## config.mk

```make
export PLATFORM = sky130hd
export DESIGN_NAME = flash_wp_ctrl
export DESIGN_NICKNAME = d
export VERILOG_FILES = /design/src/rtl/flash_wp_ctrl.sv
export SDC_FILE = /design/constraint.sdc
export NUM_CORES = 1
export LEC_CHECK = 0
export ABC_AREA = 1
export BUFFER_PORTS_ARGS = -buffer_cell sky130_fd_sc_hd__buf_2
export CAP_MARGIN = 20
export CORE_AREA = 4 4 44 46
export DETAILED_ROUTE_END_ITERATION = 8
export DIE_AREA = 0 0 48 50
export PLACE_DENSITY = 0.75
export SYNTH_ARGS = -nofsm -noshare
export SYNTH_HDL_FRONTEND = slang
export SYNTH_SLANG_ARGS = --single-unit
```

## constraint.sdc

```tcl
create_clock -name clk -period 2.4 [get_ports clk]
set_input_delay 0.36 -clock clk [delete_from_list [all_inputs] [get_ports clk]]
set_output_delay 0.36 -clock clk [all_outputs]
set_load 0.05 [all_outputs]
```

## src/rtl/flash_wp_ctrl.sv

```systemverilog
module flash_wp_ctrl #(
  parameter int ADDR_W    = 21,
  parameter int SECTOR_AW = 16,
  parameter int BP_W      = 3
) (
  input  logic              clk,
  input  logic              rst_n,
  input  logic              wp_n,
  input  logic              cmd_wren,
  input  logic              cmd_wrdi,
  input  logic              cmd_wrsr,
  input  logic              cmd_pp,
  input  logic              cmd_se,
  input  logic              cmd_be,
  input  logic [ADDR_W-1:0] cmd_addr,
  input  logic              new_lock,
  input  logic [BP_W-1:0]   new_bp,
  output logic              cmd_ok,
  output logic              cmd_rej,
  output logic              wel,
  output logic              lock_bit,
  output logic [BP_W-1:0]   bp,
  output logic              hw_locked
);

  localparam int SECT_W = ADDR_W - SECTOR_AW;
  localparam int NSECT  = 1 << SECT_W;

  logic [SECT_W-1:0] sector;
  logic [SECT_W:0]   prot_cnt;
  logic              addr_prot;
  logic              any_cmd, go_wrsr, go_prog, go_bulk, accept;

  assign sector    = cmd_addr[ADDR_W-1:SECTOR_AW];
  assign hw_locked = lock_bit & ~wp_n;

  always_comb begin
    prot_cnt = '0;
    for (int k = 1; k <= SECT_W; k++)
      if (int'(bp) == k) prot_cnt = (SECT_W+1)'(1) << (k - 1);
    if (int'(bp) > SECT_W) prot_cnt = (SECT_W+1)'(NSECT);
  end

  assign addr_prot = (prot_cnt != '0) &&
                     ({1'b0, sector} >= ((SECT_W+1)'(NSECT) - prot_cnt));

  assign any_cmd = cmd_wren | cmd_wrdi | cmd_wrsr | cmd_pp | cmd_se | cmd_be;
  assign go_wrsr = cmd_wrsr & wel & ~hw_locked;
  assign go_prog = (cmd_pp | cmd_se) & wel & ~addr_prot;
  assign go_bulk = cmd_be & wel & (bp == '0);
  assign accept  = cmd_wren | cmd_wrdi | go_wrsr | go_prog | go_bulk;

  always_ff @(posedge clk) begin
    if (!rst_n) begin
      cmd_ok   <= 1'b0;
      cmd_rej  <= 1'b0;
      wel      <= 1'b0;
      lock_bit <= 1'b0;
      bp       <= '0;
    end else begin
      cmd_ok  <= any_cmd & accept;
      cmd_rej <= any_cmd & ~accept;
      if (cmd_wren)                          wel <= 1'b1;
      else if (cmd_wrdi)                     wel <= 1'b0;
      else if (go_wrsr | go_prog | go_bulk)  wel <= 1'b0;
      if (go_wrsr) begin
        lock_bit <= new_lock;
        bp       <= new_bp;
      end
    end
  end

  AST_ONE_STROBE: assert property (@(posedge clk) disable iff (!rst_n)
    $onehot0({cmd_wren, cmd_wrdi, cmd_wrsr, cmd_pp, cmd_se, cmd_be}));
  AST_STROBE_ANSWERED: assert property (@(posedge clk) disable iff (!rst_n)
    any_cmd |=> (cmd_ok != cmd_rej));
  AST_NO_SPURIOUS_PULSE: assert property (@(posedge clk) disable iff (!rst_n)
    !any_cmd |=> (!cmd_ok && !cmd_rej));
  AST_WREN_SETS_LATCH: assert property (@(posedge clk) disable iff (!rst_n)
    cmd_wren |=> (wel && cmd_ok));
  AST_LATCH_REQUIRED: assert property (@(posedge clk) disable iff (!rst_n)
    ((cmd_wrsr | cmd_pp | cmd_se | cmd_be) && !wel) |=> (cmd_rej && !wel));
  AST_HW_FREEZE: assert property (@(posedge clk) disable iff (!rst_n)
    (cmd_wrsr && lock_bit && !wp_n) |=> (cmd_rej && $stable(bp) && $stable(lock_bit)));
  AST_BULK_GUARD: assert property (@(posedge clk) disable iff (!rst_n)
    (cmd_be && bp != '0) |=> cmd_rej);
  AST_REJECT_KEEPS_LATCH: assert property (@(posedge clk) disable iff (!rst_n)
    ((cmd_wrsr | cmd_pp | cmd_se | cmd_be) && wel) |=> (cmd_rej ? wel : !wel));

endmodule

```

# --- Word level (Yosys, flattened, before mapping) ---
# Index checks and enable logic that the tools add are counted.
word_totals:
  reg_bits: 7
  latchBits: 0
  ramBits: 0
  rom_bits: 0
  inputBits: 34
  elab_cells: 50
  memories: 0
op_classes:
  n_addsub: 1
  multipliers: 0
  div: 0
  n_lt_le_gt_ge: 2
  eq_ne: 5
  n_shift: 0
  mux: 9
  bitwise_logic: 24
  reduce_logical: 4
op_table:
  columns: ["operator", "n"]
  rows:
  - ["6-bit two-way mux", 5]
  - ["3-bit equality test (second input constant)", 4]
  - ["1-bit OR", 11]
  - ["1-bit bitwise AND", 9]
  - ["5-bit by 6-bit >= comparator with 1-bit output", 1]
  - ["6-bit nonzero test", 1]
  - ["6-bit subtractor (first input constant)", 1]
  - ["1-bit two-way mux", 4]
  - ["1-bit NOT", 4]
  - ["3-bit by 2-bit equality test with 1-bit output (second input constant)", 1]
  - ["3-bit > comparator (second input constant)", 1]
  - ["3-bit logical NOT", 1]
  - ["3-bit nonzero test", 1]
  - ["1-bit logical AND", 1]

# --- Depth between registers and ports, before layout ---
depth:
  ltp_word: 17
  depth_mapped: 16
  mapped_depth_nobuf: 16

# --- Worst setup path before layout ---
# No wires, ideal clock.
synth_path:
  path_kind: "register to register"
  from: "register bp[0]"
  to: "register wel"
  arrival_time_ns: 2.322
  t_required_ns: 2.334
  slack_ns: 0.012
  stages_incl_launch_ff: 17
  synth_period_minus_slack_ns: 2.388
  cell_sequence: "dfxtp_1 > inv_1 > nor3_1 > inv_1 > ha_1 > xnor2_1 > ha_1 > nand2_1 > nand2_8 > nand3_2 > nand2_1 > inv_1 > nand3_2 > nand2_2 > nand2_4 > nand3_2 > a21oi_2"
synth_between:
  elab_chain_len: 15
  elab_cells_between_ends: 23
  cone_classes: "1 x add/sub; 2 x order compare; 5 x eq/ne; 6 x mux; 5 x bitwise; 4 x reduce/logical"
synth_rtl:
  columns: ["element", "line", "text"]
  rows:
  - ["start, declared", "22", "output logic [BP_W-1:0] bp,"]
  - ["start signal, assigned", "68", "bp <= new_bp;"]
  - ["3-bit by 2-bit equality test with 1-bit output", "40", "if (int'(bp) == k) prot_cnt = (SECT_W+1)'(1) << (k - 1);"]
  - ["1-bit two-way mux", "40", null]
  - ["6-bit two-way mux (4 in series)", "40", null]
  - ["6-bit two-way mux", "41", "if (int'(bp) > SECT_W) prot_cnt = (SECT_W+1)'(NSECT);"]
  - ["6-bit subtractor", "45", "({1'b0, sector} >= ((SECT_W+1)'(NSECT) - prot_cnt));"]
  - ["5-bit by 6-bit >= comparator with 1-bit output", "45", null]
  - ["1-bit logical AND", "44", "assign addr_prot = (prot_cnt != '0) &&"]
  - ["1-bit NOT", "49", "assign go_prog = (cmd_pp | cmd_se) & wel & ~addr_prot;"]
  - ["1-bit bitwise AND", "49", null]
  - ["1-bit OR", "65", "else if (go_wrsr | go_prog | go_bulk) wel <= 1'b0;"]
  - ["1-bit OR (*)", "65", null]
  - ["3-bit nonzero test (no line) (*)", null, null]
  - ["end signal, assigned", "63", "if (cmd_wren) wel <= 1'b1;"]
  - ["end signal, assigned", "64", "else if (cmd_wrdi) wel <= 1'b0;"]
  - ["end signal, assigned", "65", null]
  - ["end, declared", "20", "output logic wel,"]
# Every way passes the cells marked *; elsewhere a longest branch is shown, timed or not.
# A chain may end at the register's enable or synchronous reset.

# --- Final worst setup path ---
# Ends and elaborated chain as after synthesis.

==> impl_metrics.py <==
metrics = {
    "outcome": {
        "status": "complete, no violations",
    },
    "timing": {
        "clock_skew_ns": 0.002697,
        "hold_slack_ns": 0.3449,
        "fin_crit_sh": 0.8754,
        "worst_pin_slew_ns": 0.3087,
        "fmax_mhz": 476.0,
        "rsz0062_at_grt": "false",
        "fin_tns_setup_ns": 0,
        "maxSlewViolCount": 0,
        "relSlewSlack": 0.7920,
        "hold_viol": 0,
        "min_period_ns": 2.101,
        "setup_viol": 0,
    },
    "setup_path": {
        "crit_required_ns": 2.59,
        "crit_path_end_kind": "flop",
        "cp-start-kind": "flop",
        "path_class": "flop to flop",
        "arrival_ns": 2.29,
        "crit_fanout": 5,
        "r2r_start": "bp[0]$_SDFFE_PN0P_",
        "r2r-end": "wel$_SDFFE_PN0P_",
        "ff2ff_path_depth": 16,
        "reg2reg_slack_ns": 0.30,
    },
    "die": {
        "design.core.area_sq_um": 1506,
        "die-area_sq_um": 2400,
        "dieHeight_microns": 50,
        "initial_utilization": 0.3887,
        "rows": 14,
        "top_level_ports": 42,
        "die_width_microns": 48,
    },
    "clock_network": {
        "clkTransAtPathRegs_ns": 0.06,
        "root_buffer": "clkbuf_4",
        "post_cts_buffers": 0,
        "clk_path_buf_depth": 2,
        "cts_buffers": 3,
        "clock_latency_ns": 0.25,
        "clkSinkCount": 7,
        "cts.htree.levels": 1,
        "cts_tree": "done",
    },
    "cells_and_area": {
        "insertedDiodeCount": 0,
        "nets": 152,
        "drive_gt1_frac": 0.3964,
        "nFillCells": 161,
        "syn2layout_area_growth_pct": 30.13,
    },
    "synthesis": {
        "yosysTopAreaCell": "dfxtp_1",
        "ys_ff_latch": 7,
        "synthTopCellsByArea": "dfxtp_1 24%, ha_1 13%, inv_1 9.6%",
        "synth_flop_cell": "dfxtp_1",
        "syn_inst": 82,
        "syn_avg_cell_area_sq_um": 7.141,
        "synth_warnings": 0,
        "yosysTopAreaCellShare": 0.2393,
        "ys_async_sr_fraction": 0,
        "synth_edf_count": 0,
        "syn_area_sq_um": 585.6,
        "syn_nets": 122,
        "ys_types": 22,
        "yosysSeqAreaShare": 0.2393,
    },
    "global_route": {
        "grt-ovfl-total": 0,
        "grt_antenna_before_repair": 0,
        "grt_max_degree": 9,
        "grt_pass1_vias": 574,
        "grt_pass1_wl_mm": 2.132,
        "grt_use_total": 0.1221,
    },
    "routing": {
        "wirelength_mm": 1.222,
        "avgViaCountPerCell": 4.709,
        "drc": 0,
        "antenna_left": 0,
        "first_iter_violations": 6,
        "dr.pass1.iters": 3,
        "vias": 598,
        "avgRoutedWirePerCell_microns": 9.622,
    },
    "power_and_ir_drop": {
        "power_frac_clock": 0.285,
        "switchingPower_uw": 142.0,
        "power.density_nw_per_um2": 500.7,
        "vdd_drop_max_v": 0.0002683,
        "combPwrFrac": 0.376,
        "pwr-share-seq": 0.339,
        "p_int_uw": 239.5,
        "p_sw_frac": 0.3723,
        "power_leakage_nw": 0.4088,
    },
    "job": {
        "drv_cap": 0,
    },
    "hold_path": {
        "hp-start": "new_lock",
        "hold_depth": 3,
        "hp-class": "primary input to flop",
        "min_to": "lock_bit$_SDFFE_PN0P_",
    },
    "placement": {
        "port_buffers": 25,
        "place.gp.congestion": 0.7579,
        "dp_hpwl_mm": 1.076,
    },
}
## through the flow
stage	setup slack, ns	instances	instance area (sq um)	utilization	power [mW]
3_5_place_dp	0.1938	123	730.7	0.4851	0.2762
3_3_place_gp	0.2437	123	730.7	0.4851	0.2718
5_1_grt	0.06980	127	762.0	0.5058	0.4150
6_report	0.2991	127	762.0	0.5058	0.3815
2_1_floorplan	0.01239	82	585.6	-	0.2402
4_1_cts	0.1754	127	757.0	0.5025	0.3845
## power groups by stage
stage          Combinational [mW]  Sequential [mW]  Clock (mW)
4_1_cts                     0.145            0.129       0.110
3_5_place_dp                0.144            0.132           0
5_1_grt                     0.161            0.131       0.123
2_1_floorplan              0.0847            0.155           0
3_3_place_gp                0.141            0.131           0
6_report                    0.143            0.129       0.109
## synthesized netlist by cell type, types with 2 or more instances
cell     number
a21oi_1       3
a21oi_2       2
dfxtp_1       7
ha_1          6
inv_1        15
inv_2         3
nand2_1       9
nand2_4       2
nand3_1       6
nand3_2       3
nand4_1       3
nor2_1        7
nor2_2        2
nor3_1        2
o21ai_0       3
o21ai_1       3
## cell type report
type,count,area [sq um],area share
Sequential cell,7,140.1,0.1839
Clock buffer,4,26.28,0.03448
Tap cell,16,20.02,0.02627
Multi-Input combinational cell,56,379.1,0.4975
Inverter,19,71.32,0.09360
Timing Repair Buffer,25,125.1,0.1642
## layout by cell type, fill, tap and decap left out
cell      instances
buf_2            25
inv_1            15
nand2_1           9
nor2_1            7
dfxtp_1           7
nand3_1           6
ha_1              6
inv_2             3
nand4_1           3
o21ai_0           3
nand3_2           3
o21ai_1           3
a21oi_1           3
clkbuf_4          3
nor2_2            2
nor3_2            2
nand2_4           2
a21oi_2           2
xnor2_1           1
nand2_8           1
o21bai_1          1
nand2_2           1
nor3_1            1
clkinv_1          1
clkbuf_1          1
## worst max path at each step
stage,slack (ns),end,start
floorplan,0.01,wel$_SDFFE_PN0P_,bp[0]$_SDFFE_PN0P_
global placement,0.24,wel$_SDFFE_PN0P_,bp[0]$_SDFFE_PN0P_
detailed placement,0.19,wel$_SDFFE_PN0P_,bp[0]$_SDFFE_PN0P_
CTS,0.18,wel$_SDFFE_PN0P_,bp[0]$_SDFFE_PN0P_
global route,0.07,wel$_SDFFE_PN0P_,bp[0]$_SDFFE_PN0P_
finish,0.30,wel$_SDFFE_PN0P_,bp[0]$_SDFFE_PN0P_
## critical path, cell delays in order, from the launching register on
cell and delay, ns:
dfxtp_1 0.40, inv_1 0.10, nor3_2 0.15, inv_1 0.08, ha_1 0.25, xnor2_1 0.19
ha_1 0.17, nand2_1 0.12, nand2_8 0.08, nand3_2 0.06, nand2_1 0.05, inv_1 0.04
nand3_2 0.05, nand2_2 0.06, nand2_4 0.07, nand3_2 0.06, a21oi_2 0.11
## logic make-up (layout without fill, tap and decap cells)
group,after synthesis,count (layout),synth area share
xor gates and xnor gates,1,1,0.01496
and+or+nand+nor,37,37,0.3761
buffers and inverters,19,48,0.1218
adders and majority gates,6,6,0.1282
AOI/OAI and AO/OA,12,12,0.1196
DFF,7,7,0.2393
## flip-flops by register name, summed over array words and instances, names as in the netlist
name	cells
bp	3
cmd_ok	1
wel	1
cmd_rej	1
lock_bit	1
## per-layer routing
| metal | vias to the layer above | routed length (microns) | part of all wire | GRT usage |
|---|---|---|---|---|
| met5 | - | 0 | 0 | 0 |
| met4 | 0 | 29 | 0.024 | 0.08072 |
| met3 | 4 | 98 | 0.080 | 0.01455 |
| met2 | 21 | 570 | 0.47 | 0.1982 |
| met1 | 250 | 523 | 0.43 | 0.1404 |
| li1 | 323 | - | - | - |
## what timing repair did
action                     CTS  global route
hold buffers                 0             0
setup endpoints to repair    0             1
gates resized for setup      0             1
No activity file was read; power rests on OpenSTA's default activity.
